**src/rtl/ddc_edid_reader.sv**
```systemverilog
module ddc_edid_reader #(
  parameter int STEP_CYCLES    = 8000,
  parameter int TIMEOUT_CYCLES = 440000,
  parameter int BLOCK_BYTES    = 128,
  parameter logic [6:0] SEG_DEV  = 7'h30,
  parameter logic [6:0] EDID_DEV = 7'h50
) (
  input  logic                           clk,
  input  logic                           rst_n,
  input  logic                           start_i,
  input  logic                           seg_en_i,
  input  logic [7:0]                     seg_i,
  output logic                           scl_oe_o,
  output logic                           sda_oe_o,
  input  logic                           scl_i,
  input  logic                           sda_i,
  output logic                           busy_o,
  output logic                           done_o,
  output logic                           csum_ok_o,
  output logic                           err_o,
  output logic                           err_timeout_o,
  output logic                           byte_valid_o,
  output logic [7:0]                     byte_o,
  output logic [$clog2(BLOCK_BYTES)-1:0] byte_idx_o
);
  localparam int DW = $clog2(STEP_CYCLES + 1);
  localparam int TW = $clog2(TIMEOUT_CYCLES + 1);
  localparam int IW = $clog2(BLOCK_BYTES);
  localparam logic [3:0] OP_READ = 4'd8;
  localparam logic [3:0] OP_STOP = 4'd9;

  typedef enum logic [3:0] {
    IDLE, S_A, S_B, S_C, S_D, B_A, B_B, B_C, P_A, P_B, P_C, P_D
  } st_t;

  st_t           state;
  logic [DW-1:0] dly;
  logic [TW-1:0] stall;
  logic [1:0]    scl_s, sda_s;
  logic [3:0]    op, bitn;
  logic [7:0]    txb, rxb, seg_r, csum;
  logic [IW-1:0] nbyte;
  logic          nack;

  wire scl_h      = scl_s[1];
  wire sda_h      = sda_s[1];
  wire wait_st    = (state == S_C) || (state == B_C) || (state == P_C);
  wire stalled    = wait_st && !scl_h;
  wire step_done  = dly == DW'(STEP_CYCLES - 1);
  wire timeout    = stalled && (stall == TW'(TIMEOUT_CYCLES - 1));
  wire is_rd      = op == OP_READ;
  wire last_byte  = nbyte == IW'(BLOCK_BYTES - 1);
  wire [3:0] nop  = op + 4'd1;
  wire bit_low    = (bitn != 4'd8) ? (!is_rd && !txb[7]) : (is_rd && !last_byte);

  assign busy_o = state != IDLE;

  function automatic st_t op_state(input logic [3:0] o);
    case (o)
      4'd0, 4'd3, 4'd6: op_state = S_A;
      OP_STOP:          op_state = P_A;
      default:          op_state = B_A;
    endcase
  endfunction

  function automatic logic [7:0] op_byte(input logic [3:0] o, input logic [7:0] s);
    case (o)
      4'd1:    op_byte = {SEG_DEV, 1'b0};
      4'd2:    op_byte = s;
      4'd4:    op_byte = {EDID_DEV, 1'b0};
      4'd7:    op_byte = {EDID_DEV, 1'b1};
      default: op_byte = 8'h00;
    endcase
  endfunction

  always_ff @(posedge clk or negedge rst_n) begin
    if (!rst_n) begin
      scl_s <= 2'b11;
      sda_s <= 2'b11;
    end else begin
      scl_s <= {scl_s[0], scl_i};
      sda_s <= {sda_s[0], sda_i};
    end
  end

  always_ff @(posedge clk or negedge rst_n) begin
    if (!rst_n) begin
      state         <= IDLE;
      dly           <= '0;
      stall         <= '0;
      op            <= '0;
      bitn          <= '0;
      txb           <= '0;
      rxb           <= '0;
      seg_r         <= '0;
      csum          <= '0;
      nbyte         <= '0;
      nack          <= 1'b0;
      scl_oe_o      <= 1'b0;
      sda_oe_o      <= 1'b0;
      done_o        <= 1'b0;
      csum_ok_o     <= 1'b0;
      err_o         <= 1'b0;
      err_timeout_o <= 1'b0;
      byte_valid_o  <= 1'b0;
      byte_o        <= '0;
      byte_idx_o    <= '0;
    end else begin
      done_o       <= 1'b0;
      err_o        <= 1'b0;
      byte_valid_o <= 1'b0;
      if (state == IDLE) begin
        dly   <= '0;
        stall <= '0;
        if (start_i) begin
          state         <= S_A;
          op            <= seg_en_i ? 4'd0 : 4'd3;
          seg_r         <= seg_i;
          csum          <= '0;
          nbyte         <= '0;
          nack          <= 1'b0;
          bitn          <= '0;
          err_timeout_o <= 1'b0;
        end
      end else if (timeout) begin
        state         <= IDLE;
        scl_oe_o      <= 1'b0;
        sda_oe_o      <= 1'b0;
        err_o         <= 1'b1;
        err_timeout_o <= 1'b1;
      end else if (stalled) begin
        dly   <= '0;
        stall <= stall + 1'b1;
      end else if (!step_done) begin
        dly   <= dly + 1'b1;
        stall <= '0;
      end else begin
        dly   <= '0;
        stall <= '0;
        case (state)
          S_A: begin sda_oe_o <= 1'b0; state <= S_B; end
          S_B: begin scl_oe_o <= 1'b0; state <= S_C; end
          S_C: begin sda_oe_o <= 1'b1; state <= S_D; end
          S_D: begin
            scl_oe_o <= 1'b1;
            op       <= nop;
            state    <= op_state(nop);
            txb      <= op_byte(nop, seg_r);
            bitn     <= '0;
          end
          B_A: begin sda_oe_o <= bit_low; state <= B_B; end
          B_B: begin scl_oe_o <= 1'b0; state <= B_C; end
          B_C: begin
            scl_oe_o <= 1'b1;
            if (bitn != 4'd8) begin
              bitn  <= bitn + 4'd1;
              txb   <= {txb[6:0], 1'b0};
              rxb   <= {rxb[6:0], sda_h};
              state <= B_A;
            end else if (!is_rd) begin
              if (sda_h) begin
                nack  <= 1'b1;
                op    <= OP_STOP;
                state <= P_A;
              end else begin
                op    <= nop;
                state <= op_state(nop);
                txb   <= op_byte(nop, seg_r);
                bitn  <= '0;
              end
            end else begin
              byte_valid_o <= 1'b1;
              byte_o       <= rxb;
              byte_idx_o   <= nbyte;
              csum         <= csum + rxb;
              bitn         <= '0;
              if (last_byte) begin
                op    <= OP_STOP;
                state <= P_A;
              end else begin
                nbyte <= nbyte + 1'b1;
                state <= B_A;
              end
            end
          end
          P_A: begin sda_oe_o <= 1'b1; state <= P_B; end
          P_B: begin scl_oe_o <= 1'b0; state <= P_C; end
          P_C: begin sda_oe_o <= 1'b0; state <= P_D; end
          P_D: begin
            state <= IDLE;
            if (nack) begin
              err_o         <= 1'b1;
              err_timeout_o <= 1'b0;
            end else begin
              done_o    <= 1'b1;
              csum_ok_o <= (csum == 8'h00);
            end
          end
          default: state <= IDLE;
        endcase
      end
    end
  end

  assert_idle_released_R1: assert property (@(posedge clk) disable iff (!rst_n)
    !busy_o |-> (!scl_oe_o && !sda_oe_o));

  assert_byte_in_xfer_R2: assert property (@(posedge clk) disable iff (!rst_n)
    byte_valid_o |-> busy_o);

  assert_scl_wait_R5: assert property (@(posedge clk) disable iff (!rst_n)
    (state == B_C && !scl_h) |=> (state == B_C || err_o));

  assert_err_not_done_R6: assert property (@(posedge clk) disable iff (!rst_n)
    err_o |-> !done_o);

  assert_timeout_cause_R7: assert property (@(posedge clk) disable iff (!rst_n)
    (err_o && err_timeout_o) |-> !$past(scl_h));

  assert_seg_stable_R8: assert property (@(posedge clk) disable iff (!rst_n)
    (busy_o && $past(busy_o)) |-> $stable(seg_r));

  assert_done_pulse_R9: assert property (@(posedge clk) disable iff (!rst_n)
    done_o |=> !done_o);

  assert_sda_quiet_R11: assert property (@(posedge clk) disable iff (!rst_n)
    (state == B_C && $past(state) == B_C) |-> $stable(sda_oe_o));
endmodule

```
**config.mk**
```make
export PLATFORM = sky130hd
export DESIGN_NAME = ddc_edid_reader
export DESIGN_NICKNAME = d
export VERILOG_FILES = /design/src/rtl/ddc_edid_reader.sv
export SDC_FILE = /design/constraint.sdc
export NUM_CORES = 1
export LEC_CHECK = 0
export CAP_MARGIN = 20
export CORE_UTILIZATION = 41
export CTS_BUF_LIST = sky130_fd_sc_hd__clkbuf_4
export DETAILED_ROUTE_END_ITERATION = 12
export PLACE_DENSITY_LB_ADDON = 0.05
export SLEW_MARGIN = 20
export SYNTH_ARGS = -nofsm -noshare
export SYNTH_HDL_FRONTEND = slang
export SYNTH_SLANG_ARGS = --single-unit
```
**constraint.sdc**
```tcl
create_clock -name clk -period 3.2 [get_ports clk]
set_input_delay 0.8 -clock clk [delete_from_list [all_inputs] [get_ports clk]]
set_output_delay 0.8 -clock clk [all_outputs]
set_load 0.005 [all_outputs]
```
* Word level (Yosys, flattened, before mapping)
Cells that the tools add are included.
** Operators by class
- Add/sub/neg operators :: 6
- Equal/unequal tests :: 36
- Multiplexer cells :: 103
- Bitwise operators :: 5
- Reduce and logical (&&, ||, !) cells :: 45
** Operators with widths (count)
- two-way mux 4 bit :: 26
- two-way mux 8 bit :: 11
- two-way mux 7 bit :: 9
- two-way mux 19 bit :: 3
- two-way mux 13 bit :: 4
- two-way mux 1 bit :: 41
- one-hot mux 4 bit (10 select lines) :: 1
- one-hot mux 8 bit (4 select lines) :: 1
- equality test 4 x 3 -> 1 bit (second input constant) :: 7
- AND reduction 7 bit :: 4
- equality test 4 bit (second input constant) :: 6
- one-hot mux 4 bit (2 select lines) :: 3
- adder 19 x 1 -> 19 bit (second input constant) :: 1
- equality test 19 bit (second input constant) :: 1
- AND reduction 6 bit :: 3
- equality test 4 x 2 -> 1 bit (second input constant) :: 4
- one-hot mux 8 bit (2 select lines) :: 1
- AND reduction 8 bit :: 2
- nonzero test 3 bit :: 5
- adder 13 x 1 -> 13 bit (second input constant) :: 1
- equality test 13 bit (second input constant) :: 1
- inequality test 2 x 1 -> 1 bit (second input constant) :: 6
- nonzero test 2 bit :: 6
- inequality test 3 x 2 -> 1 bit (second input constant) :: 3
- 26 further kinds :: 45
** Storage, ports and cells
- Bits in registers :: 110
- Bits of input ports :: 14
- Output and inout bits :: 23
- Logic and storage cells :: 217

* Longest topological paths before layout
Gate-level depths: netlist (run 1).
- Depth in word-level cells :: 12
- Depth in mapped cells :: 9

* Worst setup path before layout (run 1)
OpenSTA, ideal clock, no wires.
- Path type :: flip-flop to flip-flop
- Start point :: register dly[0]
- End point :: register txb[1]
- Setup time :: 125 ps
- Arrival time :: 2260 ps
- Setup slack :: 816 ps
- Stages on the path, launching flop included :: 7
- Path buffers :: 1
- Clock period less this slack :: 2384 ps
- Cells stage by stage :: dfrtp_1 -> ha_1 -> nand3_4 -> or4_1 -> buf_6 -> a2111oi_4 -> mux2_2
** Between the ends
- Cells in the longest elaborated chain, start to end :: 2
** RTL lines
- start, declared :: line 37 : logic [DW-1:0] dly;
- start signal, assigned :: line 135 : dly <= dly + 1'b1;
- equality test 13 bit :: line 49 : wire step_done = dly == DW'(STEP_CYCLES - 1);
- AND reduction 7 bit (no line)
- end signal, assigned :: line 148 : txb <= op_byte(nop, seg_r);
- end signal, assigned :: line 157 : txb <= {txb[6:0], 1'b0};
- end signal, assigned :: line 168 : txb <= op_byte(nop, seg_r);
- end, declared :: line 41 : logic [7:0] txb, rxb, seg_r, csum;
No other way between the ends.
A chain may end at the register's enable or synchronous reset.

* Worst setup path after layout (run 1)
- Start point :: register state[0]
- End point :: output port busy_o
** Between the ends
- Cells in the longest elaborated chain, start to end :: 1
** RTL lines
- start, declared :: line 36 : st_t state;
- start signal, assigned :: line 147 : state <= op_state(nop);
- start signal, assigned :: line 167 : state <= op_state(nop);
- nonzero test 4 bit :: line 56 : assign busy_o = state != IDLE;
- end, declared :: line 17 : output logic busy_o,
No other way between the ends.

==> flow_summary.ini, run 1 <==
[status]
run_status = finished, violations left
violations = design-rule violations

[route]
drt-pass1-iter-count = 8
routed-wl-met3_um = 347
wl_met2_um = 6820
num_vias = 4918
drt_iter0_drc = 333
wl_met1_um = 7070
top_layer = met4
drc = 1
wl_per_cell_um = 16.5
vias_per_cell = 5.65
antenna_left = 0
routed_wl_um = 14400

[timing]
tns_ns = 0
rsz0062_at_grt = no
fin_worst_skew_ns = 0.0175
finalSetupViolations = 0
hold_viol = 0
post-route-min-period_ns = 2.97
max_clock_freq_ghz = 0.337
max_slew_margin = 0.291
drv_slew = 0
worst_pin_slew_ns = 1.05
fin_crit_sh = 0.928

[clock_tree]
post_cts_resized = 0
cts.sinks = 110
cts_hold_buf = 0
cts_htree_levels = 3
insertion_delay_ns = 0.49
clk_pin_slew_ns = 0.17
clock_path_buffers = 2
cts_setup_buffers = 0
cts_inserted_buffers = 9
cts_tree = yes
cts-root-buf = clkbuf_4

[pwr]
p_leak_nw = 2.91
ir_drop_mv = 0.343
p_total_mw = 3.72
power_density_mw_per_mm2 = 548

[logic_synthesis]
synth_fp_nets = 679
yosysMostFrequentCell = nand2_1
synth-edff-count = 0
ys_types = 80
ys.flop_type = dfrtp_1
ys_warn_count = 0
synth_top_area_frac = 0.436
seq_area_frac_synth = 0.453
async_flop_share = 1.00
yosysTopAreaCell = dfrtp_1
synth_area_mm2 = 0.00608
synth.cells.most_frequent = nand2_1 (107), dfrtp_1 (106), nor2_1 (38), o21ai_0 (37), nand3_1 (35)
ys_top_cells_by_area = dfrtp_1 (44%), nand2_1 (6.6%), ha_1 (3.3%)
syn_avg_cell_area_um2 = 9.39
synth-seq-cells = 110
synth_cells = 648

[finish]
final_cell_area_mm2 = 0.00679
layout-drive-gt1-share = 0.0961
syn2layout_area_growth_pct = 11.7
layout.nets = 713
antenna_cells = 0
utilization = 0.469

[die]
ios = 37
start_util = 0.420
rows = 44
dieArea_mm2 = 0.0153
die_y_um = 124
core_mm2 = 0.0145
fp.dieW_um = 124

[place]
placedInstanceArea_mm2 = 0.00667
gp_congestion = 0.820
port_buffers = 36
dp_hpwl_um = 10200

[critical_path]
crit_arrival_ns = 2.17
endpoint_kind = output port
cp_cell_sequence = nor4_2, inv_1, clkdlybuf4s50_1
cpPeakStageDelay_ns = 0.61
startpoint_type = register
worstSetupPathType = register to output port
crit_required_ns = 2.40
slowest_stage = dfrtp_1
worstPathMaxFanout = 19

[flow_run]
cap_violations = 0

[min_path]
hold_path_class = primary input to asynchronous set/reset pin

[global_route]
gr-total-overflow = 0
grt_max_degree = 82
grt_pass1_vias = 4826
antenna_found_initial = 0
grt_pass1_wl_um = 24600
grt_usage = 0.207
-- power breakdown --
part / switching (mW) / internal [mW]
Combinational: 0.802 / 0.508
Clock: 0.485 / 0.173
Sequential: 0.216 / 1.54
Total: 1.50 / 2.22
-- final timing paths --
check	start	endpoint	slack (ns)	depth (start not counted)
max in group asynchronous	rst_n	sda_s[0]$_DFF_PN1_	2.17	2
min in group clk	sda_s[0]$_DFF_PN1_	sda_s[1]$_DFF_PN1_	0.37	0
min	rst_n	byte_o[1]$_DFFE_PN0P_	0.21	1
max reg2reg	dly[0]$_DFFE_PN0N_	txb[1]$_DFFE_PN0P_	0.49	5
max	state[0]$_DFFE_PN0P_	busy_o	0.23	3
min reg2reg	sda_s[0]$_DFF_PN1_	sda_s[1]$_DFF_PN1_	0.37	0
-- through the flow --
stage | instances | hold WS (ns) | setup slack, ns
after floorplan | 648 | 0.345 | 0.816
after global placement | 855 | 0.347 | 0.529
after detailed placement | 855 | 0.347 | 0.479
after CTS | 871 | 0.180 | 0.178
after global routing | 871 | 0.174 | 0.0449
final | 871 | 0.212 | 0.230
-- final cells by class --
class | count | area [µm²]
sequential | 110 | 2760
timing repair buffer | 49 | 468
inverter | 22 | 82.6
multi-input combinational | 490 | 3130
tap | 184 | 230
fill | 1418 | 7690
clock buffer | 10 | 75.1
clock inverter | 6 | 46.3
-- cells by family after synthesis --
group | count (synthesis) | synth area share
buf+inv | 48 | 0.0325
compound gates | 145 | 0.167
fa+ha+maj | 18 | 0.0379
flops | 110 | 0.453
simple gates | 289 | 0.249
mux | 17 | 0.0307
xor+xnor | 21 | 0.0302
-- registers in the layout, summed over array words and instances (netlist names), 2 cells and up --
name        cells
state           4
op              4
seg_r           8
rxb             8
csum            8
scl_s           2
nbyte           7
stall          19
txb             8
byte_idx_o      7
sda_s           2
bitn            4
byte_o          8
dly            13
-- metal layers --
metal / up-vias / global-route usage
li1: 2421 / -
met1: 2442 / 0.285
met2: 48 / 0.333
met3: 7 / 0.0472
met4: 0 / 0.0422
met5: - / 0
-- worst max-delay path, delay by kind of cell, from the launching register on --
family,cells,cell delay (ns)
buffers and inverters,2,0.71
DFF,1,0.61
and+or+nand+nor,1,0.35
-- cells in the final DEF, fill, tap and decap left out, drive strengths merged, types with 6 or more instances in the layout --
master | synthesis | layout
a21o | 8 | 8
a21oi | 29 | 29
a22o | 10 | 10
and3 | 8 | 8
buf | 7 | 14
clkbuf | 19 | 10
clkdlybuf4s50 | 0 | 35
dfrtp | 106 | 106
ha | 16 | 16
inv | 22 | 23
mux2 | 13 | 13
nand2 | 107 | 107
nand3 | 37 | 37
nand4 | 14 | 14
nor2 | 38 | 38
nor3 | 18 | 18
nor4 | 12 | 12
o211ai | 7 | 7
o21ai | 37 | 37
o21bai | 6 | 6
or3 | 8 | 8
xnor2 | 10 | 10
xor2 | 11 | 11
(Power assumes the default switching activity.)
==> run 2: changes to the inputs <==
- SLEW_MARGIN: 20 -> unset
==> results of run 2 <==
The final DEF is identical to that of run 1; final timing and power are the same.
